===== src/rtl/tcpwm_pkg.sv =====
`timescale 1ns/1ps
package tcpwm_pkg;
  // Strobes sent from control to datapath each cycle
  typedef struct packed {
    logic clear;   // force carrier to zero
    logic up;      // carrier + 1
    logic down;    // carrier - 1, floored at zero
    logic load;    // copy shadow duty into active duty
  } tcpwm_strobe_t;
endpackage


===== src/rtl/tcpwm_ctrl.sv =====
`timescale 1ns/1ps
module tcpwm_ctrl
  import tcpwm_pkg::*;
#(
  parameter int W = 16
) (
  input  logic [W-1:0]  tmrPeriod,
  input  logic [W-1:0]  tmrCount,
  input  logic [W-1:0]  tmrPrescale,
  input  logic          tmrTick,
  input  logic          dblRate,
  output tcpwm_strobe_t strobes
);
  localparam logic [W-1:0] ONE = W'(1);

  logic [W-1:0] halfPeriod;
  logic [W-1:0] turnPoint;
  logic         stepEn;
  logic         atZero;
  logic         atTurn;
  logic         rising;

  always_comb begin
    halfPeriod = tmrPeriod >> 1;
    turnPoint  = halfPeriod - ONE;
    // prescale of 0 or 1 means the timer advances every cycle
    stepEn     = tmrTick | (tmrPrescale <= ONE);
    atZero     = (tmrCount == '0);
    atTurn     = (tmrCount == turnPoint);
    rising     = (tmrCount < turnPoint);
  end

  always_comb begin
    strobes       = '0;
    strobes.clear = stepEn & atZero;
    strobes.up    = stepEn & ~atZero & rising;
    strobes.down  = stepEn & ~atZero & ~rising;
    strobes.load  = stepEn & (atZero | (dblRate & atTurn));
  end
endmodule


===== src/rtl/tcpwm_datapath.sv =====
`timescale 1ns/1ps
module tcpwm_datapath
  import tcpwm_pkg::*;
#(
  parameter int W = 16
) (
  input  logic          clk,
  input  logic          rstN,
  input  tcpwm_strobe_t strobes,
  input  logic [W-1:0]  nextDuty,
  output logic [W-1:0]  carrier,
  output logic [W-1:0]  activeDuty,
  output logic          pwmOut
);
  localparam logic [W-1:0] ONE = W'(1);

  logic [W:0] twiceCarrier;
  logic [W:0] dutyWide;

  always_ff @(posedge clk or negedge rstN) begin
    if (!rstN) begin
      carrier <= '0;
    end else if (strobes.clear) begin
      carrier <= '0;
    end else if (strobes.up) begin
      carrier <= carrier + ONE;
    end else if (strobes.down && carrier != '0) begin
      carrier <= carrier - ONE;
    end
  end

  always_ff @(posedge clk or negedge rstN) begin
    if (!rstN) begin
      activeDuty <= '0;
    end else if (strobes.load) begin
      activeDuty <= nextDuty;
    end
  end

  always_comb begin
    twiceCarrier = {carrier, 1'b0};
    dutyWide     = {1'b0, activeDuty};
    pwmOut       = (twiceCarrier < dutyWide);
  end
endmodule


===== src/rtl/tri_carrier_pwm.sv =====
`timescale 1ns/1ps
module tri_carrier_pwm
  import tcpwm_pkg::*;
#(
  parameter int W = 16
) (
  input  logic         clk,
  input  logic         rstN,
  input  logic [W-1:0] tmrPeriod,
  input  logic [W-1:0] tmrCount,
  input  logic [W-1:0] tmrPrescale,
  input  logic         tmrTick,
  input  logic [W-1:0] nextDuty,
  input  logic         dblRate,
  output logic         pwmOut,
  output logic [W-1:0] carrierOut
);
  tcpwm_strobe_t strobes;
  logic [W-1:0]  activeDuty;

  tcpwm_ctrl #(.W(W)) u_ctrl (
    .tmrPeriod   (tmrPeriod),
    .tmrCount    (tmrCount),
    .tmrPrescale (tmrPrescale),
    .tmrTick     (tmrTick),
    .dblRate     (dblRate),
    .strobes     (strobes)
  );

  tcpwm_datapath #(.W(W)) u_dp (
    .clk        (clk),
    .rstN       (rstN),
    .strobes    (strobes),
    .nextDuty   (nextDuty),
    .carrier    (carrierOut),
    .activeDuty (activeDuty),
    .pwmOut     (pwmOut)
  );
endmodule


===== config.mk =====
export PLATFORM = sky130hd
export DESIGN_NAME = tri_carrier_pwm
export DESIGN_NICKNAME = d
export VERILOG_FILES = /design/src/rtl/tcpwm_pkg.sv /design/src/rtl/tcpwm_ctrl.sv /design/src/rtl/tcpwm_datapath.sv /design/src/rtl/tri_carrier_pwm.sv
export SDC_FILE = /design/constraint.sdc
export NUM_CORES = 1
export LEC_CHECK = 0
export ABC_AREA = 1
export BUFFER_PORTS_ARGS = -buffer_cell sky130_fd_sc_hd__buf_4
export CORE_MARGIN = 8
export CORE_UTILIZATION = 45
export DETAILED_ROUTE_END_ITERATION = 12
export PLACE_DENSITY = 0.7
export SKIP_CTS_REPAIR_TIMING = 1
export SYNTH_ARGS = -nofsm -noshare
export SYNTH_HDL_FRONTEND = slang
export SYNTH_SLANG_ARGS = --single-unit

===== constraint.sdc =====
create_clock -name clk -period 2.2 [get_ports clk]
set_clock_uncertainty 0.15 [all_clocks]
set_input_delay 0.44 -clock clk [delete_from_list [all_inputs] [get_ports clk]]
set_output_delay 0.44 -clock clk [all_outputs]
set_load 0.02 [all_outputs]

# Word-level counts from Yosys, hierarchy flattened
# Index checks and enable logic that the tools add are counted.
classes:
  mux: 3
  reduce_logical: 4
  eq_ne: 1
  addsub: 3
  order_cmp: 3
  bitwise: 10
ops:
  columns: ["cell", "n"]
  rows:
  - ["two-way mux 16 bit", 3]
  - ["less-than comparator 17 x 16 -> 1 bit", 1]
  - ["adder 16 x 1 -> 16 bit, second input constant", 1]
  - ["equality test 16 bit", 1]
  - ["less-or-equal comparator 16 x 1 -> 1 bit, second input constant", 1]
  - ["logical NOT 16 bit", 1]
  - ["less-than comparator 16 bit", 1]
  - ["nonzero test 16 bit", 1]
  - ["subtractor 15 x 1 -> 16 bit, second input constant", 1]
  - ["subtractor 16 x 1 -> 16 bit, second input constant", 1]
  - ["AND 1 bit", 6]
  - ["nonzero test 3 bit", 1]
  - ["NOT 1 bit", 2]
  - ["bitwise OR 1 bit", 2]
  - ["logical AND 1 bit", 1]
word_totals:
  wordCells: 26
  in_bits: 68
  register_bits: 32
  out_inout_bits: 17

# Depth between registers and ports, before layout
logic_depth:
  depth_word: 8
  mapped_depth: 28

# By module
# From an unflattened synthesis, not the netlist that was laid out.
unflattened:
  cells_unflattened: 512
  area_unflattened_um2: 3340.7
by_module_without_submodules:
  columns: ["module", "area_each_um2", "cells_per_inst", "n_inst"]
  rows:
  - ["tcpwm_datapath", 2524.9, 367, 1]
  - ["tcpwm_ctrl", 815.8, 145, 1]

# Least setup slack after synthesis
# OpenSTA, ideal clock, no wires.
synth_path:
  path_type: "input-to-reg"
  start: "input port tmrPeriod[1]"
  end: "register u_dp.carrier[14]"
  slack_ns: -1.828
  t_arrival_ns: 3.759
  t_required_ns: 1.931
  setup_ns: 0.119
  n_path_buf: 0
  stages: 25
  path_cell_list: "inv_1 -> ha_1 -> nand2_1 -> nor3_2 -> nand2_1 -> inv_1 -> nand3_1 -> nor3_2 -> xnor2_1 -> ha_1 -> nand2_1 -> o21ai_0 -> a21oi_2 -> nand3_1 -> ha_1 -> a21oi_1 -> nand2_1 -> nand2_1 -> nand2_1 -> nand3_1 -> nand2_1 -> a21oi_1 -> nand2_1 -> nand2_1 -> o21ai_2"
synth_via:
  elab_chain_cells: 6
  word_cells_on_any_way: 9
synth_rtl:
  columns: ["element", "line", "rtl"]
  rows:
  - ["from (decl)", "tri_carrier_pwm.sv:9", "input logic [W-1:0] tmrPeriod,"]
  - ["subtractor 15 x 1 -> 16 bit (*)", "tcpwm_ctrl.sv:25", "turnPoint = halfPeriod - ONE;"]
  - ["less-than comparator 16 bit (*)", "tcpwm_ctrl.sv:30", "rising = (tmrCount < turnPoint);"]
  - ["NOT 1 bit", "tcpwm_ctrl.sv:37", "strobes.down = stepEn & ~atZero & ~rising;"]
  - ["AND 1 bit", "tcpwm_ctrl.sv:37", null]
  - ["logical AND 1 bit", "tcpwm_datapath.sv:27", "end else if (strobes.down && carrier != '0) begin"]
  - ["nonzero test 3 bit (no source line)", null, null]
  - ["to (signal assigned)", "tcpwm_datapath.sv:26", "carrier <= carrier + ONE;"]
  - ["to (signal assigned)", "tcpwm_datapath.sv:28", "carrier <= carrier - ONE;"]
  - ["to (decl)", "tcpwm_datapath.sv:11", "output logic [W-1:0] carrier,"]
# Every way passes the cells marked *; elsewhere a longest branch is shown, timed or not.
# A chain may end at the register's enable or synchronous reset.

# Final worst setup path
layout_path:
  start: "input port tmrPeriod[2]"
  end: "register u_dp.carrier[6]"
# The elaborated chain is that of the path after synthesis.

==> out/metrics.csv <==
stage,metric,value,unit
timing,finalSetupViolCount,33,
timing,final_max_slew_viol_count,0,
critical_path,crit_type,in -> reg,
min_path,hold_class,in -> reg,
route,vias,3578,
outcome,status,"complete, but fails checks",
layout,diodes,0,
route,drcViolationCount,0,
global_routing,grt_pass1_wl,15.0,mm
run,drv_cap,0,
clock_tree,numCtsBuffers,5,
clock_tree,cts.sinks,32,
synth,ys_ff_latch,32,
timing,layout_setup_ws,-1.61,ns
critical_path,crit_required,2.25,ns
route,viasPerCell,5.13,
global_routing,grt_overflow,0,
route,postRouteAntennaNets,0,
synth,syn_area_per_cell,7.11,sq um
clock_tree,path_clk_slew,0.07,ns
route,firstDrtPassIters,4,
clock_tree,htreeDepth,2,
critical_path,cp.arrival,3.85,ns
power_and_ir_drop,p_per_area,1000,mW/mm^2
synth,synth.most_common_cell,nand2_1,
clock_tree,clk-insertion-delay-late,0.29,ns
synth,ys_types,31,
timing,fin_crit,3.81,ns
synth,async_flop_share,1.00,
global_routing,first_global_vias,3396,
synth,synth-edff-count,0,
synth,yosysTopAreaCell,dfrtp_1,
outcome,violations,setup timing,
synth,synth.net_count,557,
timing,fin_crit_sh,1.73,
placed_design,gp_congestion,0.832,
timing,hold_violations,0,
timing,slew_headroom,0.728,
floorplan,coreArea,0.00676,sq mm
placed_design,place_worst_setup_slack,-1.88,ns
critical_path,crit_path_start_kind,input pin,
placed_design,io_buffers,82,
placed_design,post_dp_cell_area,0.00452,sq mm
synth,synthesis.instances,440,
floorplan,fp.dieH,99.4,um
synth,synth_area,0.00313,sq mm
global_routing,grt.total_usage,0.180,
synth,ys_warn_count,0,
clock_tree,cts_tree,built,
clock_tree,cts_root_buf,clkbuf_8,
route,drt_iter0_markers,159,
route,routed_wl,10.8,mm
placed_design,dp_hpwl,7.54,mm
layout,syn2layout_area_growth,71.6,%
critical_path,rrSetupSlack,0.11,ns
layout,nets,733,
floorplan,initial_core_util,0.463,
global_routing,grt_max_degree,33,
timing,rsz0062_at_grt,true,
clock_tree,clockBufferDepth,2,
floorplan,fp.dieArea,0.00987,sq mm
timing,setup_tns,-35.66,ns
floorplan,rows,30,
synth,synth_common_cells,"107 x nand2_1, 56 x inv_1, 54 x nor2_1, 48 x ha_1, 38 x a21oi_1",
power_and_ir_drop,ir_drop,1.03,mV
synth,synth.top_cell.area_share,0.256,
floorplan,ioPinCount,85,
critical_path,end_kind,flip-flop,
synth,ys_seq_area_frac,0.256,
route,wire_per_inst,15.6,um
layout,drive_above_1_share,0.483,
layout,post-route-cell-area,0.00537,sq mm
synth,ys.flop_type,dfrtp_1,
power_and_ir_drop,p_leak,2.74,nW
synth,synth_area_leaders,"dfrtp_1 26%, ha_1 19%, nand2_1 13%",
timing,whs,0.257,ns
global_routing,antenna_found_initial,0,
timing,tightest_slew,0.407,ns
floorplan,dieWidth,99.4,um
critical_path,crit_fanout,8,
timing,fmax,0.263,GHz
critical path, stage by stage:
cell,delay (ns)
buf_8,0.10
nor2_4,0.11
nand2_4,0.07
nor3_4,0.21
nand4_1,0.22
nor3_1,0.23
xnor2_1,0.15
ha_1,0.27
a21oi_1,0.18
o21ai_2,0.09
a21oi_4,0.17
nand3_4,0.24
buf_6,0.20
ha_1,0.32
a21oi_2,0.16
nand2_2,0.09
buf_4,0.14
buf_4,0.12
xnor2_1,0.12
o21ai_0,0.20
state kept, by name, summed over array words and instances (netlist names):
register	cells
u_dp.carrier	16
u_dp.activeDuty	16
cell usage in the layout (no fill, tap or decap), types with 2 or more instances in the layout:
cell	Yosys	routed
buf_4	0	159
nand2_1	107	91
inv_1	56	48
nor2_1	54	35
ha_1	48	35
dfrtp_1	32	28
a21oi_2	2	26
nor2_4	0	16
nand3_1	23	16
ha_4	0	13
a21oi_1	38	12
nand2_2	1	11
xor2_1	11	11
xnor2_1	9	8
o21ai_1	0	8
buf_6	0	8
nand4_1	7	7
clkbuf_8	0	7
nand2_4	1	6
inv_2	0	6
nand3_2	1	5
nor2_2	1	4
or2_2	4	4
nor3_2	4	4
a21o_1	4	4
nand3_4	0	4
nor4_1	5	4
dfrtp_2	0	4
nor3_4	0	3
o21ai_2	2	3
o21bai_1	3	3
o21ai_0	12	3
nor3_1	5	2
a21oi_4	0	2
clkbuf_16	0	2
final timing paths:
| check | start | cells after the start | to |
|---|---|---|---|
| min | nextDuty[9] | 3 | u_dp.activeDuty[9] |
| min in group asynchronous | rstN | 2 | u_dp.activeDuty[3] |
| max reg2reg | u_dp.carrier[1] | 15 | u_dp.carrier[12] |
| max in group asynchronous | rstN | 2 | u_dp.carrier[11] |
| max | tmrPeriod[2] | 20 | u_dp.carrier[6] |
| min reg2reg | u_dp.activeDuty[13] | 2 | u_dp.activeDuty[13] |
per-layer routing:
metal / wire, um / global-route usage
met5: 0 / 0
met4: 110 / 0.0373
met3: 422 / 0.0251
met2: 5700 / 0.316
met1: 4610 / 0.229
cell type report:
type,count,area (sq um)
clock buffers,7,96.3
inverters,56,229
well taps,80,100
clock inverters,1,30.0
fillers,429,1390
flip-flops and latches,32,806
repair buffers,172,1380
multi-input cells,349,2730
logic make-up (layout without fill, tap and decap cells):
logic type | after synthesis | in the layout | share of synthesized area
AOI/OAI and AO/OA | 65 | 65 | 0.118
buffers and inverters | 60 | 236 | 0.0756
DFF | 32 | 32 | 0.256
adders and majority gates | 49 | 49 | 0.198
and+or+nand+nor | 214 | 215 | 0.296
xor gates and xnor gates | 20 | 20 | 0.0560
power by group:
group          leakage [nW]  total [mW]  internal, mW  switching (mW)
logic                  2.35        3.86          1.88            1.98
registers             0.334       0.878         0.742           0.137
clock network        0.0645       0.622         0.400           0.222
through the flow:
step | utilization | power, mW | cells
final | 0.794 | 5.36 | 697
after global routing | 0.794 | 5.77 | 697
after CTS | 0.688 | 4.76 | 679
after detailed placement | 0.670 | 4.13 | 671
after global placement | 0.670 | 4.06 | 671
after floorplan | - | 2.66 | 440
No activity file was read; power rests on OpenSTA's default activity.
